===== config.mk =====
export PLATFORM = sky130hd
export DESIGN_NAME = qbp_port
export DESIGN_NICKNAME = d
export VERILOG_FILES = /design/src/rtl/qbp_pkg.sv /design/src/rtl/qbp_latch.sv /design/src/rtl/qbp_pad.sv /design/src/rtl/qbp_sample.sv /design/src/rtl/qbp_port.sv
export SDC_FILE = /design/constraint.sdc
export NUM_CORES = 1
export LEC_CHECK = 0
export BUFFER_PORTS_ARGS = -buffer_cell sky130_fd_sc_hd__buf_2
export CAP_MARGIN = 20
export CORE_UTILIZATION = 39
export DETAILED_ROUTE_END_ITERATION = 10
export PLACE_DENSITY_LB_ADDON = 0.2
export SLEW_MARGIN = 10
export SYNTH_ARGS = -nofsm -noshare
export SYNTH_HDL_FRONTEND = slang
export SYNTH_SLANG_ARGS = --single-unit

===== constraint.sdc =====
create_clock -name clk -period 1.63 [get_ports clk]
set_clock_uncertainty 0.1 [all_clocks]
set_input_delay 0.0815 -clock clk [delete_from_list [all_inputs] [get_ports clk]]
set_output_delay 0.0815 -clock clk [all_outputs]
set_load 0.02 [all_outputs]

===== src/rtl/qbp_pkg.sv =====
package qbp_pkg;
    typedef enum logic [1:0] {
        OP_LOAD     = 2'b00,
        OP_MASK_AND = 2'b01,
        OP_MASK_OR  = 2'b10,
        OP_SAMPLE   = 2'b11
    } op_e;
endpackage


===== src/rtl/qbp_latch.sv =====
module qbp_latch
    import qbp_pkg::*;
#(
    parameter int WIDTH = 8
) (
    input  logic             clk,
    input  logic             rst_n,
    input  logic             op_valid,
    input  op_e              op_code,
    input  logic [WIDTH-1:0] op_data,
    output logic [WIDTH-1:0] latch_q
);
    localparam logic [WIDTH-1:0] RESET_VAL = {WIDTH{1'b1}};

    logic [WIDTH-1:0] latch_d;

    always_comb begin
        latch_d = latch_q;
        if (op_valid) begin
            unique case (op_code)
                OP_LOAD:     latch_d = op_data;
                OP_MASK_AND: latch_d = latch_q & op_data;
                OP_MASK_OR:  latch_d = latch_q | op_data;
                OP_SAMPLE:   latch_d = latch_q;
            endcase
        end
    end

    always_ff @(posedge clk) begin
        if (!rst_n) latch_q <= RESET_VAL;
        else        latch_q <= latch_d;
    end

    // the cycle after reset is seen, the latch is all ones
    p_reset_ones_r1: assert property (@(posedge clk)
        !rst_n |=> latch_q == RESET_VAL);

    p_load_r2: assert property (@(posedge clk) disable iff (!rst_n)
        (op_valid && op_code == OP_LOAD) |=> latch_q == $past(op_data));

    p_and_r3: assert property (@(posedge clk) disable iff (!rst_n)
        (op_valid && op_code == OP_MASK_AND) |=> (latch_q & ~$past(op_data)) == '0);

    p_or_r4: assert property (@(posedge clk) disable iff (!rst_n)
        (op_valid && op_code == OP_MASK_OR) |=> (~latch_q & $past(op_data)) == '0);

    p_sample_keep_r5: assert property (@(posedge clk) disable iff (!rst_n)
        (op_valid && op_code == OP_SAMPLE) |=> $stable(latch_q));

    p_hold_r6: assert property (@(posedge clk) disable iff (!rst_n)
        !op_valid |=> $stable(latch_q));
endmodule


===== src/rtl/qbp_pad.sv =====
module qbp_pad #(
    parameter int WIDTH = 8
) (
    input  logic [WIDTH-1:0] latch_q,
    input  logic [WIDTH-1:0] ext_pull_low,
    output logic [WIDTH-1:0] drive_low,
    output logic [WIDTH-1:0] pullup_en,
    output logic [WIDTH-1:0] level
);
    for (genvar b = 0; b < WIDTH; b++) begin : g_bit
        always_comb begin
            drive_low[b] = ~latch_q[b];
            pullup_en[b] = latch_q[b];
            level[b]     = latch_q[b] & ~ext_pull_low[b];
        end
    end
endmodule


===== src/rtl/qbp_sample.sv =====
module qbp_sample
    import qbp_pkg::*;
#(
    parameter int WIDTH = 8
) (
    input  logic             clk,
    input  logic             rst_n,
    input  logic             op_valid,
    input  op_e              op_code,
    input  logic [WIDTH-1:0] level,
    output logic [WIDTH-1:0] rd_data,
    output logic             rd_valid
);
    logic take;

    always_comb take = op_valid && (op_code == OP_SAMPLE);

    always_ff @(posedge clk) begin
        if (!rst_n) begin
            rd_data  <= '0;
            rd_valid <= 1'b0;
        end else begin
            rd_valid <= take;
            if (take) rd_data <= level;
        end
    end

    p_pulse_r5: assert property (@(posedge clk) disable iff (!rst_n)
        rd_valid |=> !rd_valid || $past(take));

    p_idle_r6: assert property (@(posedge clk) disable iff (!rst_n)
        !op_valid |=> !rd_valid);

    p_keep_r9: assert property (@(posedge clk) disable iff (!rst_n)
        !take |=> $stable(rd_data));
endmodule


===== src/rtl/qbp_port.sv =====
module qbp_port
    import qbp_pkg::*;
#(
    parameter int WIDTH = 8
) (
    input  logic             clk,
    input  logic             rst_n,
    input  logic             op_valid,
    input  logic [1:0]       op_code,
    input  logic [WIDTH-1:0] op_data,
    input  logic [WIDTH-1:0] ext_pull_low,
    output logic [WIDTH-1:0] port_latch,
    output logic [WIDTH-1:0] pad_drive_low,
    output logic [WIDTH-1:0] pad_pullup_en,
    output logic [WIDTH-1:0] pin_level,
    output logic [WIDTH-1:0] rd_data,
    output logic             rd_valid
);
    op_e op_sel;

    always_comb op_sel = op_e'(op_code);

    qbp_latch #(.WIDTH(WIDTH)) u_latch (
        .clk      (clk),
        .rst_n    (rst_n),
        .op_valid (op_valid),
        .op_code  (op_sel),
        .op_data  (op_data),
        .latch_q  (port_latch)
    );

    qbp_pad #(.WIDTH(WIDTH)) u_pad (
        .latch_q      (port_latch),
        .ext_pull_low (ext_pull_low),
        .drive_low    (pad_drive_low),
        .pullup_en    (pad_pullup_en),
        .level        (pin_level)
    );

    qbp_sample #(.WIDTH(WIDTH)) u_sample (
        .clk      (clk),
        .rst_n    (rst_n),
        .op_valid (op_valid),
        .op_code  (op_sel),
        .level    (pin_level),
        .rd_data  (rd_data),
        .rd_valid (rd_valid)
    );

    p_pads_r7: assert property (@(posedge clk) disable iff (!rst_n)
        (pad_drive_low ^ pad_pullup_en) == {WIDTH{1'b1}});

    p_lowpin_r8: assert property (@(posedge clk) disable iff (!rst_n)
        (pin_level & pad_drive_low) == '0);

    p_capture_r9: assert property (@(posedge clk) disable iff (!rst_n)
        (op_valid && op_sel == OP_SAMPLE) |=> rd_data == $past(pin_level));
endmodule


==> results.sh, run 1 <==
export IMPL_power_leakage_uw=0.000679
export IMPL_vias_per_cell=4.61
export IMPL_rsz0062_at_grt="false"
export IMPL_worstPathArrival_ns=1.06
export IMPL_cts_path_max_buffers=2
export IMPL_antennaDiodeCount=0
export IMPL_core_area_um2=2020
export IMPL_ys_warn_count=0
export IMPL_fin_crit_sh_pct=76.3
export IMPL_r2r_cells=3
export IMPL_grt_pass1_wl_um=3820
export IMPL_drtIter0Drc=25
export IMPL_synthMuxAreaShare_pct=0
export IMPL_worstMarginPinSlew_ns=0.341
export IMPL_synth_distinct_cells=18
export IMPL_outcome="finished clean"
export IMPL_num_vias=926
export IMPL_r2r_end="u_sample.rd_data[1]$_SDFFE_PN0P_"
export IMPL_clockRootBuffer="clkbuf_4"
export IMPL_hold_depth=3
export IMPL_synth_compound_area_share_pct=15.8
export IMPL_ys_seq_elements=17
export IMPL_track_usage_pct=20.2
export IMPL_synth_nets=130
export IMPL_crit_type="in -> out"
export IMPL_clkSinkCount=17
export IMPL_synth_area_per_cell_um2=8.09
export IMPL_cts_tree="yes"
export IMPL_startpoint_type="input pin"
export IMPL_p_per_area_nw_per_um2=777
export IMPL_grt_pass1_vias=931
export IMPL_synthSimpleGateAreaFrac_pct=25.0
export IMPL_synthAdderAreaFrac_pct=4.38
export IMPL_syn_to_final_growth_pct=50.9
export IMPL_reg2reg_slack_ns=0.69
export IMPL_gp_congestion=0.727
export IMPL_fin_crit_ns=1.24
export IMPL_hpwl_um=1550
export IMPL_hp_start="rst_n"
export IMPL_crit_fanout=2
export IMPL_end_kind="output port"
export IMPL_stdcell_area_um2=1290
export IMPL_h_tree_depth=1
export IMPL_wl_per_cell_um=11.1
export IMPL_slew_violations=0
export IMPL_cp_data_required_time_ns=1.45
export IMPL_fin_ws_ns=0.386
export IMPL_drtPass1Iterations=4
export IMPL_grt_antenna_before_repair=0
export IMPL_slew_headroom_pct=77.2
export IMPL_place_area_um2=1110
export IMPL_drv_cap=0
export IMPL_synth_area_um2=857
export IMPL_clk_pin_slew_ns=0.09
export IMPL_num_nets_final=199
export IMPL_min_to="u_sample.rd_valid$_SDFF_PN0_"
export IMPL_timing_rr_start="u_latch.latch_q[1]$_SDFFE_PN1P_"
export IMPL_pre_cts_ws_ns=0.103
export IMPL_core_rowCount=16
export IMPL_drcViolationCount=0
export IMPL_cts_resized=0
export IMPL_die_area_um2=2390
export IMPL_max_freq_mhz=804
export IMPL_finalSetupViolCount=0
export IMPL_clock_latency_ns=0.28
export IMPL_io_pins=62
export IMPL_synth_xor_area_share_pct=0
export IMPL_grt_overflow_total=0
export IMPL_dieWidth_um=48.9
export IMPL_ant_nets=0
export IMPL_synth_top_family_by_area="simple AND/OR/NAND/NOR gates"
export IMPL_cp_startpoint="ext_pull_low[3]"
export IMPL_ys_seq_area_share_pct=39.7
export IMPL_numPortBuffers=61
export IMPL_netlist_instances=106
export IMPL_die_y_um=48.9
export IMPL_grt_max_degree=18
export IMPL_start_util_pct=42.4
export IMPL_drt_total_wl_um=2230
export IMPL_numCtsBuffers=3
export IMPL_max_vdd_ir_drop_mv=0.468
export IMPL_tns_ns=0
export IMPL_hold_class="in -> reg"
export IMPL_drive_above_1_share_pct=38.5
export IMPL_hold_viol_final=0
==> placed cells by master (no fill, tap or decap), types with 3 or more instances in the layout <==
master,n
a221o_1,8
a21oi_1,8
clkbuf_4,3
nor2b_1,8
dlygate4sd3_1,16
inv_1,10
nand3_1,8
dfxtp_1,17
ha_1,3
buf_2,61
nand2_1,25
==> kinds of logic (layout without fill, tap and decap cells) <==
kind of cell / count (synthesis) / after routing
simple gates: 45 / 45
buf+inv: 24 / 92
compound gates: 17 / 17
flops: 17 / 17
fa+ha+maj: 3 / 3
==> critical path, stage by stage <==
cell           delay, ns
dlygate4sd3_1       0.53
buf_2               0.12
nor2b_1             0.14
buf_2               0.19
==> synth_stat cells <==
library cell  instances  share of area (%)
buf_2                 2                1.2
nor2b_4               1                1.6
nand3_1               8                4.7
nand2_1              25                 11
a221o_1               8                9.3
inv_1                10                4.4
nand2b_1              1               0.73
a21oi_1               8                4.7
buf_6                 1                1.3
ha_1                  3                4.4
clkbuf_1              2               0.88
nor2b_1               8                5.8
dfxtp_1              17                 40
and2_1                1               0.73
buf_4                 8                7.0
o21a_4                1                1.8
inv_2                 1               0.44
nor2_1                1               0.44
==> repair_timing <==
action,4_1_cts,5_1_grt
buffers inserted,0,0
endpoints found under the hold margin,16,0
hold buffers,16,0
==> worst max path at each step <==
stage                                                  to  slack [ns]  cells past startpoint
final                                        pin_level[3]        0.39                      4
after global routing                         pin_level[1]        0.28                      2
after CTS                                    pin_level[1]        0.37                      2
after detailed placement  u_latch.latch_q[6]$_SDFFE_PN1P_        0.10                      6
after global placement    u_latch.latch_q[6]$_SDFFE_PN1P_        0.18                      6
after floorplan           u_latch.latch_q[6]$_SDFFE_PN1P_        0.38                      6
==> per-stage QoR <==
| step | hold WS [ns] | power (uW) | util, % | cells |
|---|---|---|---|---|
| 6_report | 0.0479 | 1010 | 64.0 | 201 |
| 2_1_floorplan | 0.120 | 683 | - | 106 |
| 4_1_cts | 0.0543 | 1020 | 64.0 | 201 |
| 3_5_place_dp | 0.230 | 770 | 54.8 | 181 |
| 3_3_place_gp | 0.225 | 765 | 54.8 | 181 |
| 5_1_grt | 0.0837 | 1060 | 64.0 | 201 |
==> sequential cells by signal, summed over array words and instances (netlist names) <==
name / flops
u_sample.rd_valid: 1
u_latch.latch_q: 8
u_sample.rd_data: 8
==> cell type report <==
type,instances,area [um^2]
fillers,179,728
clock buffers,4,26.3
multi-input cells,65,387
flip-flops and latches,17,340
repair buffers,77,465
well taps,27,33.8
inverters,11,41.3
==> report_power, final <==
| part | internal, uW | switching, uW |
|---|---|---|
| clock network | 95.0 | 121 |
| registers | 440 | 22.9 |
| logic | 135 | 192 |
| total | 670 | 335 |
==> per-layer routing <==
| metal | part of all wire (%) | track usage [%] |
|---|---|---|
| met1 | 42 | 20.5 |
| met2 | 52 | 40.0 |
| met3 | 5.1 | 3.74 |
| met4 | 0.90 | 7.84 |
| met5 | 0 | 0 |
(Power assumes the default switching activity.)
==> run 2: changes to the inputs <==
CORE_UTILIZATION = 35   (was 39)
clock period = 1.1 ns   (was 1.63 ns; I/O delays follow)
==> results.sh, run 2 (same netlist as run 1, synthesis figures left out) <==
export IMPL_die_y_um=51.5
export IMPL_numCtsBuffers=3
export IMPL_max_vdd_ir_drop_mv=0.592
export IMPL_reg_top3="u_latch.latch_q (8), u_sample.rd_data (8), u_sample.rd_valid (1)"
export IMPL_final_util_pct=64.8
export IMPL_hpwl_um=1600
export IMPL_grt_overflow_total=0
export IMPL_worstMarginPinSlew_ns=0.316
export IMPL_p_per_area_nw_per_um2=1100
export IMPL_die_area_um2=2650
export IMPL_num_fill_cells=212
export IMPL_core_area_um2=2250
export IMPL_ff_latch_area_um2=360
export IMPL_num_nets_final=200
export IMPL_crit_chain="nor2b_4, buf_6"
export IMPL_hold_viol_final=1
export IMPL_max_freq_mhz=914
export IMPL_grt_max_degree=18
export IMPL_clkSinkCount=17
export IMPL_track_usage_pct=17.2
export IMPL_cts_path_max_buffers=2
export IMPL_fin_crit_ns=1.09
export IMPL_startpoint_type="flop"
export IMPL_start_util_pct=38.0
export IMPL_finalSetupViolCount=0
export IMPL_critPathBufInv=1
export IMPL_gp_congestion=0.644
export IMPL_num_vias=962
export IMPL_rsz0062_at_grt="true"
export IMPL_final_cell_mix="buf_2, nand2_1, buf_4"
export IMPL_mostFrequentLayoutCell="buf_2"
export IMPL_slew_headroom_pct=78.9
export IMPL_core_rowCount=17
export IMPL_power_leakage_uw=0.000788
export IMPL_dieWidth_um=51.5
export IMPL_slew_violations=0
export IMPL_cts_tree="yes"
export IMPL_drcViolationCount=0
export IMPL_h_tree_depth=1
export IMPL_grt_pass1_wl_um=3450
export IMPL_crit_fanout=5
export IMPL_multi_input_area_um2=482
export IMPL_syn_to_final_growth_pct=70.4
export IMPL_clk_pin_slew_ns=0.09
export IMPL_clock_latency_ns=0.28
export IMPL_drive_above_1_share_pct=56.6
export IMPL_drtIter0Drc=16
export IMPL_critPathTopFamily="flip-flops"
export IMPL_grt_antenna_before_repair=0
export IMPL_io_pins=62
export IMPL_drv_cap=0
export IMPL_antennaDiodeCount=0
export IMPL_cp_slowest_cell="dfxtp_4"
export IMPL_violations="hold timing"
export IMPL_worstPathArrival_ns=0.94
export IMPL_grt_pass1_vias=835
export IMPL_ant_nets=0
export IMPL_fin_crit_sh_pct=99.4
export IMPL_whs_ns=-0.0432
export IMPL_drtPass1Iterations=4
export IMPL_vias_per_cell=4.74
export IMPL_hold_class="in -> reg"
export IMPL_wl_per_cell_um=11.6
export IMPL_cp_data_required_time_ns=0.94
export IMPL_cts_hold_buffers_added=8
export IMPL_clockRootBuffer="clkbuf_4"
export IMPL_drt_total_wl_um=2360
export IMPL_numPortBuffers=61
export IMPL_crit_type="reg -> out"
export IMPL_end_kind="output port"
export IMPL_outcome="complete, but fails checks"
export IMPL_max_stage_delay_ns=0.38
## run 2: cell count changes in the layout (fill, tap and decap cells not counted), moves of 4 or more
cell           delta
buf_2            -11
buf_4            +12
buf_6             +8
dfxtp_1           -8
dfxtp_2           +4
dfxtp_4           +4
dlygate4sd3_1     -9
nor2b_1           -8
nor2b_4           +8
## run 2: metrics by stage
stage / cell area (um^2) / cells / worst slack (ns) / setup TNS [ns] / power, uW
2_1_floorplan: 953 / 106 / 0.000286 / 0 / 1060
3_3_place_gp: 1210 / 183 / -0.138 / -1.65 / 1190
3_5_place_dp: 1210 / 183 / -0.170 / -1.87 / 1200
4_1_cts: 1410 / 200 / -0.00605 / -0.00944 / 1600
5_1_grt: 1460 / 203 / -0.0449 / -0.263 / 1700
6_report: 1460 / 203 / 0.00608 / 0 / 1610
## run 2: layout make-up
type	instances	share of cell area, %
Inverter	11	3.00
Clock buffer	4	1.80
Tap cell	28	2.40
Multi-Input combinational cell	65	33.0
Timing Repair Buffer	78	35.1
Sequential cell	17	24.7
## run 2: worst paths after layout
path                            cells after the start  slack (ns)                             start                          endpoint
worst max-delay path                                2       0.006   u_latch.latch_q[4]$_SDFFE_PN1P_                      pin_level[4]
worst max register to register                      5        0.06   u_latch.latch_q[0]$_SDFFE_PN1P_  u_sample.rd_data[0]$_SDFFE_PN0P_
worst min register to register                      2        0.36  u_sample.rd_data[6]$_SDFFE_PN0P_  u_sample.rd_data[6]$_SDFFE_PN0P_
worst min-delay path                                4       -0.04                   ext_pull_low[7]  u_sample.rd_data[7]$_SDFFE_PN0P_
## run 2: routing by layer
layer,share of wire (%),vias to the layer above,wire length (um),GRT usage [%]
met5,0,-,0,0
met4,0.68,0,16,4.05
met3,4.6,2,109,3.57
met2,55,39,1300,34.8
met1,40,445,934,17.3
li1,-,476,-,-
## run 2: where the power goes
part           leakage, uW  total [uW]  switching [uW]  internal, uW
logic             0.000634         602             315           287
registers         0.000139         690            35.4           655
clock network    0.0000150         320             179           140
total             0.000788        1610             529          1080
## run 2: worst min-delay path, delay by kind of cell
| kind | cells | cell delay [ns] |
|---|---|---|
| AOI/OAI and AO/OA | 1 | 0.05 |
| and+or+nand+nor | 2 | 0.09 |
| buffers and inverters | 1 | 0.10 |
## run 2: timing repair
item	4_1_cts	5_1_grt
endpoints found under the setup margin	8	11
pin swaps	0	3
endpoints found under the hold margin	14	1
resized for setup	24	7
buffers inserted	5	6
